==> src/rtl/ifg_pkg.sv <==
package ifg_pkg;

    typedef enum logic [1:0] {
        PH_TX    = 2'd0,
        PH_RX    = 2'd1,
        PH_GAP   = 2'd2,
        PH_READY = 2'd3
    } ifg_phase_e;

    typedef struct packed {
        ifg_phase_e phase;
        logic       post_tx;
    } ifg_state_t;

endpackage

==> src/rtl/ifg_gap_counter.sv <==
module ifg_gap_counter #(
    parameter int GAP_BITS = 96,
    parameter int CNT_W    = $clog2(GAP_BITS + 1)
) (
    input  logic             clk,
    input  logic             rst_n,
    input  logic             clr,
    input  logic             inc,
    output logic [CNT_W-1:0] cnt_o,
    output logic             at_last_o
);

    localparam logic [CNT_W-1:0] CNT_TOP  = CNT_W'(GAP_BITS);
    localparam logic [CNT_W-1:0] CNT_LAST = CNT_W'(GAP_BITS - 1);

    logic [CNT_W-1:0] cnt_d, cnt_q;

    always_comb begin
        cnt_d = cnt_q;
        if (clr) begin
            cnt_d = '0;
        end else if (inc && (cnt_q != CNT_TOP)) begin
            cnt_d = cnt_q + 1'b1;
        end
    end

    always_ff @(posedge clk) begin
        if (!rst_n) begin
            cnt_q <= '0;
        end else begin
            cnt_q <= cnt_d;
        end
    end

    assign cnt_o     = cnt_q;
    assign at_last_o = (cnt_q == CNT_LAST);

    AST_CNT_BOUND: assert property (@(posedge clk) disable iff (!rst_n)
        cnt_q <= CNT_TOP);

    AST_CLR_ZERO: assert property (@(posedge clk) disable iff (!rst_n)
        clr |=> (cnt_q == '0));

endmodule

==> src/rtl/ifg_window_decode.sv <==
module ifg_window_decode #(
    parameter int PART1_BITS = 60,
    parameter int BLIND_BITS = 40,
    parameter int CNT_W      = 7
) (
    input  logic [CNT_W-1:0] cnt_i,
    input  logic             post_tx_i,
    input  logic             plain_gap_i,
    output logic             carrier_resets_o
);

    localparam logic [CNT_W-1:0] PART1_END = CNT_W'(PART1_BITS);
    localparam logic [CNT_W-1:0] BLIND_END = CNT_W'(BLIND_BITS);

    logic in_part1;
    logic in_blind;
    logic plain_after_tx;

    always_comb begin
        in_part1         = (cnt_i < PART1_END);
        in_blind         = post_tx_i && (cnt_i < BLIND_END);
        plain_after_tx   = post_tx_i && plain_gap_i;
        carrier_resets_o = in_part1 && !in_blind && !plain_after_tx;
    end

endmodule

==> src/rtl/ifg_defer_timer.sv <==
module ifg_defer_timer #(
    parameter int GAP_BITS   = 96,
    parameter int PART1_BITS = 60,
    parameter int BLIND_BITS = 40
) (
    input  logic clk,
    input  logic rst_n,
    input  logic bit_tick,
    input  logic carrier_sense,
    input  logic tx_busy,
    input  logic tx_request,
    input  logic post_tx_plain_gap,
    output logic tx_permit
);

    import ifg_pkg::*;

    localparam int CNT_W = $clog2(GAP_BITS + 1);
    localparam logic [CNT_W-1:0] CNT_TOP   = CNT_W'(GAP_BITS);
    localparam logic [CNT_W-1:0] PART1_END = CNT_W'(PART1_BITS);
    localparam logic [CNT_W-1:0] BLIND_END = CNT_W'(BLIND_BITS);

    ifg_state_t       st_d, st_q;
    logic             cnt_clr, cnt_inc;
    logic [CNT_W-1:0] cnt;
    logic             cnt_at_last;
    logic             carrier_resets;

    ifg_gap_counter #(
        .GAP_BITS (GAP_BITS),
        .CNT_W    (CNT_W)
    ) counter_i (
        .clk       (clk),
        .rst_n     (rst_n),
        .clr       (cnt_clr),
        .inc       (cnt_inc),
        .cnt_o     (cnt),
        .at_last_o (cnt_at_last)
    );

    ifg_window_decode #(
        .PART1_BITS (PART1_BITS),
        .BLIND_BITS (BLIND_BITS),
        .CNT_W      (CNT_W)
    ) decode_i (
        .cnt_i            (cnt),
        .post_tx_i        (st_q.post_tx),
        .plain_gap_i      (post_tx_plain_gap),
        .carrier_resets_o (carrier_resets)
    );

    always_comb begin
        st_d    = st_q;
        cnt_clr = 1'b0;
        cnt_inc = 1'b0;
        if (tx_busy) begin
            st_d.phase   = PH_TX;
            st_d.post_tx = 1'b1;
            cnt_clr      = 1'b1;
        end else begin
            unique case (st_q.phase)
                PH_TX: begin
                    cnt_clr = 1'b1;
                    if (!carrier_sense) begin
                        st_d.phase = PH_GAP;
                    end
                end
                PH_RX: begin
                    cnt_clr = 1'b1;
                    if (!carrier_sense) begin
                        st_d.phase = PH_GAP;
                    end
                end
                PH_GAP: begin
                    if (carrier_sense && carrier_resets) begin
                        st_d.phase   = PH_RX;
                        st_d.post_tx = 1'b0;
                        cnt_clr      = 1'b1;
                    end else if (bit_tick) begin
                        cnt_inc = 1'b1;
                        if (cnt_at_last) begin
                            st_d.phase = PH_READY;
                        end
                    end
                end
                PH_READY: begin
                    if (carrier_sense && !tx_request) begin
                        st_d.phase   = PH_RX;
                        st_d.post_tx = 1'b0;
                        cnt_clr      = 1'b1;
                    end
                end
                default: begin
                    st_d.phase = PH_RX;
                    cnt_clr    = 1'b1;
                end
            endcase
        end
    end

    always_ff @(posedge clk) begin
        if (!rst_n) begin
            st_q.phase   <= PH_GAP;
            st_q.post_tx <= 1'b0;
        end else begin
            st_q <= st_d;
        end
    end

    assign tx_permit = (st_q.phase == PH_READY) && tx_request && !tx_busy;

    AST_PERMIT_FULL_GAP: assert property (@(posedge clk) disable iff (!rst_n)
        tx_permit |-> (cnt == CNT_TOP));

    AST_TICK_ADVANCES: assert property (@(posedge clk) disable iff (!rst_n)
        (st_q.phase == PH_GAP && bit_tick && !carrier_sense && !tx_busy)
        |=> (cnt == $past(cnt) + 1'b1));

    AST_PART2_NO_RESET: assert property (@(posedge clk) disable iff (!rst_n)
        (st_q.phase == PH_GAP && cnt >= PART1_END && !tx_busy)
        |=> (cnt >= PART1_END));

    AST_BLIND_HOLDS: assert property (@(posedge clk) disable iff (!rst_n)
        (st_q.phase == PH_GAP && st_q.post_tx && cnt < BLIND_END && !tx_busy)
        |=> (cnt >= $past(cnt)));

    AST_TX_CLEARS: assert property (@(posedge clk) disable iff (!rst_n)
        tx_busy |=> (st_q.phase == PH_TX && cnt == '0));

    AST_NO_PERMIT_WHILE_TX: assert property (@(posedge clk) disable iff (!rst_n)
        tx_busy |-> !tx_permit);

endmodule

==> config.mk <==
export PLATFORM = sky130hd
export DESIGN_NAME = ifg_defer_timer
export DESIGN_NICKNAME = d
export VERILOG_FILES = /design/src/rtl/ifg_pkg.sv /design/src/rtl/ifg_gap_counter.sv /design/src/rtl/ifg_window_decode.sv /design/src/rtl/ifg_defer_timer.sv
export SDC_FILE = /design/constraint.sdc
export NUM_CORES = 1
export LEC_CHECK = 0
export ABC_AREA = 1
export BUFFER_PORTS_ARGS = -buffer_cell sky130_fd_sc_hd__buf_2
export CAP_MARGIN = 40
export CORE_ASPECT_RATIO = 1.25
export CORE_MARGIN = 2
export CORE_UTILIZATION = 35
export DETAILED_ROUTE_END_ITERATION = 10
export GPL_TIMING_DRIVEN = 0
export PLACE_DENSITY_LB_ADDON = 0.3
export SLEW_MARGIN = 20
export SYNTH_ARGS = -nofsm -noshare
export SYNTH_HDL_FRONTEND = slang
export SYNTH_SLANG_ARGS = --single-unit
==> constraint.sdc <==
create_clock -name clk -period 1.8 [get_ports clk]
set_input_delay 0.54 -clock clk [delete_from_list [all_inputs] [get_ports clk]]
set_output_delay 0.54 -clock clk [all_outputs]
set_load 0.02 [all_outputs]
==> Yosys cells after proc, flatten, opt, wreduce, memory -nomap -nowiden <==
Index checks and enable logic that the tools add are counted.
Widths: inputs -> output; s select.
{ "word_totals": {"out_inout_bits": 1, "input_bits": 7, "wordCells": 60, "ff_bits": 10} }
{ "classes": {"n_reduce_logical": 21, "n_addsub": 1, "n_bitwise": 1, "n_mux": 17, "order_cmp": 2, "eq_ne": 14} }
{ "ops": {"columns": ["operator", "count"], "rows": [
  ["$lt 7x6->1 const B", 2],
  ["$ne 3x3->1 const B", 4],
  ["$logic_and 1x1->1", 9],
  ["$mux 1", 8],
  ["$mux 2", 4],
  ["$ne 4x4->1 const B", 2],
  ["$reduce_and 4->1", 2],
  ["$add 7x1->7 const B", 1],
  ["$eq 7x7->1 const B", 1],
  ["$ne 7x7->1 const B", 1],
  ["$mux 3", 2],
  ["$pmux 2 s3", 1],
  ["$reduce_or 2->1", 3],
  ["$eq 2x2->1 const B", 2],
  ["$logic_not 1->1", 4],
  ["$ne 2x2->1 const B", 2],
  ["$ne 3x2->1 const B", 1],
  ["$pmux 1 s3", 1],
  ["$reduce_and 3->1", 1],
  ["$reduce_bool 3->1", 1],
  ["$eq 2x1->1 const B", 1],
  ["$logic_not 2->1", 1],
  ["$pmux 1 s2", 1],
  ["$not 1->1", 1]
]} }

==> Depth between registers and ports, before layout <==
{ "logic_depth": {"depth_word": 10, "ltp_mapped": 10, "depth_no_buf": 10} }

==> Cells and area by module <==
From an unflattened synthesis, not the netlist that was laid out.
{ "hier_totals": {"hier_cells": 119, "area_unflattened_um2": 757.0} }
{ "by_module_without_submodules": {"columns": ["module", "cells_per_inst", "instances", "area_per_inst_um2", "seq_area_each_um2"], "rows": [
  ["ifg_gap_counter", 70, 1, 484.2, 140.1],
  ["ifg_defer_timer", 39, 1, 231.5, 60.1],
  ["ifg_window_decode", 10, 1, 41.3, 0.0]
]} }

==> Worst setup path after synthesis <==
OpenSTA, ideal clock, no wires.
{ "synth_timing": {"path_kind": "input -> output", "start": "input port tx_request", "end": "output port tx_permit", "slack_ns": 0.197, "t_required_ns": 1.260, "path_buffers": 0, "cell_stages": 2, "t_arrival_ns": 1.063, "path_cell_list": "inv_1 -> nor3_1"} }
{ "synth_via": {"elab_chain_len": 2} }
{ "synth_lines": {"columns": ["element", "line", "text"], "rows": [
  ["start: declaration", "ifg_defer_timer.sv:11", "input logic tx_request,"],
  ["$logic_and 1x1->1 (2 in series)", "ifg_defer_timer.sv:110", "assign tx_permit = (st_q.phase == PH_READY) && tx_request && !tx_busy;"],
  ["end: declaration", "ifg_defer_timer.sv:13", "output logic tx_permit"]
]} }
No other way between the ends.

==> Worst setup path after layout <==
{ "layout_timing": {"start": "register st_q[1] (netlist bit)", "end": "output port tx_permit"} }
{ "layout_via": {"elab_chain_len": 3} }
{ "layout_lines": {"columns": ["element", "line", "text"], "rows": [
  ["start: declaration", "ifg_defer_timer.sv:23", "ifg_state_t st_d, st_q;"],
  ["start signal: assignment", "ifg_defer_timer.sv:106", "st_q <= st_d;"],
  ["$eq 2x2->1", "ifg_defer_timer.sv:110", null],
  ["$logic_and 1x1->1 (2 in series)", "ifg_defer_timer.sv:110", null]
]} }
No other way between the ends.

==> flow_summary.ini <==
[cells_and_area]
drive_gt1_share_pct = 18.5
final-instance-count-excl-fill = 161
multi_input_area_um2 = 500
seqCellArea_um2 = 201
n_fill_cell = 243
area_growth_syn_to_layout_pct = 12.5
fin_nets = 141
antenna_cells = 0

[sta]
setup_violations = 0
max_freq_ghz = 0.615
clock_skew_ps = 1.05
slew_violations = 0
fin_setup_tns_ps = 0
tightest_slew_ps = 285
min_period_over_period_pct = 90.3
max-slew-margin-rel_pct = 81.0
whs_ps = 479
min_period_ps = 1630
finalHoldViolations = 0
rsz0062_at_grt = false

[floorplan]
dieArea_um2 = 2620
core_um2 = 2160
die_w_um = 46.2
initial_core_util_pct = 36.0
rows = 19
io_pins = 8
die_h_um = 56.8

[yosys]
ys_seq_elements = 10
yosysSeqAreaShare_pct = 25.7
syn_area_per_cell_um2 = 6.50
synth_ff_type = dfxtp_1
yosysUniqueCellTypes = 21
netlist_area_um2 = 779
synth_edf_count = 0
postSynthCellCount = 120
syn-num-nets = 129
yosysWarnings = 0
yosys-top-cells-count = nand2_1, inv_1, nand3_1, dfxtp_1, nor2_1
async_flop_share_pct = 0
synth_area_leaders = dfxtp_1, nand2_1, nand3_1
yosysMostFrequentCell = nand2_1
synth_top_area_share_pct = 25.7
synth.largest_area_cell = dfxtp_1

[clock_network]
clkSinkCount = 10
clk_path_buf_depth = 2
h-tree-depth = 1
clock-root-buffer = clkbuf_4
cts_buffers = 3
insertion_delay_ps = 260
cts_tree = done
path_clk_slew_ps = 60
hold_buffers = 0

[hold_path]
hp-class = input pin to flip-flop

[placed_design]
place.gp.congestion = 0.801
port_buffers = 7
dp_cells = 158
dp_hpwl_um = 1250

[critical_path]
crit_type = flip-flop to output pin
cp_data_required_time_ps = 1260
crit_chain = nand2_1 -> nor3_1 -> buf_2
max_stage_delay_ps = 400
critPathSlowestCell = dfxtp_2
cp-end-kind = output pin
startpoint_type = flip-flop
crit_fanout = 4
critPathArrivalTime_ps = 1090

[status]
status = finished clean

[power]
leakagePower_nw = 0.469
p_per_area_nw_per_um2 = 593
finalPower_mw = 0.520
ir_drop_v = 0.000287

[route]
wl_met1_um = 742
drt-vias-per-instance = 4.44
wire_per_inst_um = 9.72
highest-signal-layer = met4
drtPass1Iterations = 6
postRouteWirelength_um = 1570
ant_nets = 0
num_vias = 715
wl_met3_um = 51
dr_wl_met2_um = 755
drcViolationCount = 0
drt_iter0_drc = 17

[global_route]
grt_usage_pct = 15.2
overflow = 0
grt_max_degree = 10
grt_pass1_wl_um = 2900
first_global_vias = 685
grt_antenna_before_repair = 0

[job]
maxCapViolCount = 0
[timing repair]
item	CTS	global route
setup buffers	0	0
setup endpoints to repair	0	1
resized for setup	0	1
[layer usage]
layer | up-vias | global-route usage, %
met1 | 306 | 18.8
met3 | 2 | 2.89
li1 | 395 | -
met2 | 12 | 23.4
met4 | 0 | 8.57
met5 | - | 0
[through the flow]
step	instance area (um2)	util, %	setup WS [ps]
5_1_grt	877	40.5	42.8
3_3_place_gp	853	39.4	243
3_5_place_dp	853	39.4	240
2_1_floorplan	779	-	197
6_report	877	40.5	174
4_1_cts	876	40.5	48.4
[cell type report]
cell class	count	area share, %
Tap cell	31	4.42
Clock buffer	3	2.57
Sequential cell	10	23.0
Inverter	21	8.99
Timing Repair Buffer	7	3.99
Multi-Input combinational cell	89	57.1
[cell usage in the layout (no fill, tap or decap), types with 2 or more instances in the layout]
master     n
nand3_2    2
nand3_1   16
nand2_1   36
inv_1     20
clkbuf_4   3
ha_1       2
a21oi_1    4
xor2_1     3
buf_2      7
nand2_2    2
nand2_4    2
nand4_1    3
dfxtp_1    9
nor2_1    10
nor2_4     2
[report_power, final]
group	total, mW	switching, mW	internal (mW)
Clock	0.153	0.0761	0.0772
Sequential	0.241	0.0108	0.230
Combinational	0.126	0.0806	0.0450
[final timing paths]
check / start / to / slack (ps) / cells past startpoint
hold reg to reg: st_q[0]$_SDFFE_PN0P_ / st_q[0]$_SDFFE_PN0P_ / 510 / 2
setup / recovery: st_q[1]$_SDFFE_PP0P_ / tx_permit / 170 / 3
hold / removal: rst_n / st_q[2]$_SDFFE_PN1P_ / 480 / 2
setup reg to reg: counter_i.cnt_o[0]$_SDFFE_PP0P_ / counter_i.cnt_o[3]$_SDFFE_PP0P_ / 310 / 10
[critical path: cells and delay by family, from the launching register on]
kind	cells	cell delay, ps
buffers and inverters	1	180
and+or+nand+nor	2	250
DFF	1	400
[logic make-up (layout without fill, tap and decap cells)]
logic type	Yosys count	in the layout	synth area share (%)
flip-flops	10	10	25.7
adder cells (fa/ha/maj)	2	2	3.21
buffers and inverters	21	31	10.1
XOR/XNOR	3	3	3.37
AO/OA/AOI/OAI	6	6	5.30
AND/OR/NAND/NOR	78	78	52.3
[state kept, by name (all words and copies together) (netlist names)]
signal and cells:
counter_i.cnt_o 7, st_q 3
No activity file was read; power rests on OpenSTA's default activity.
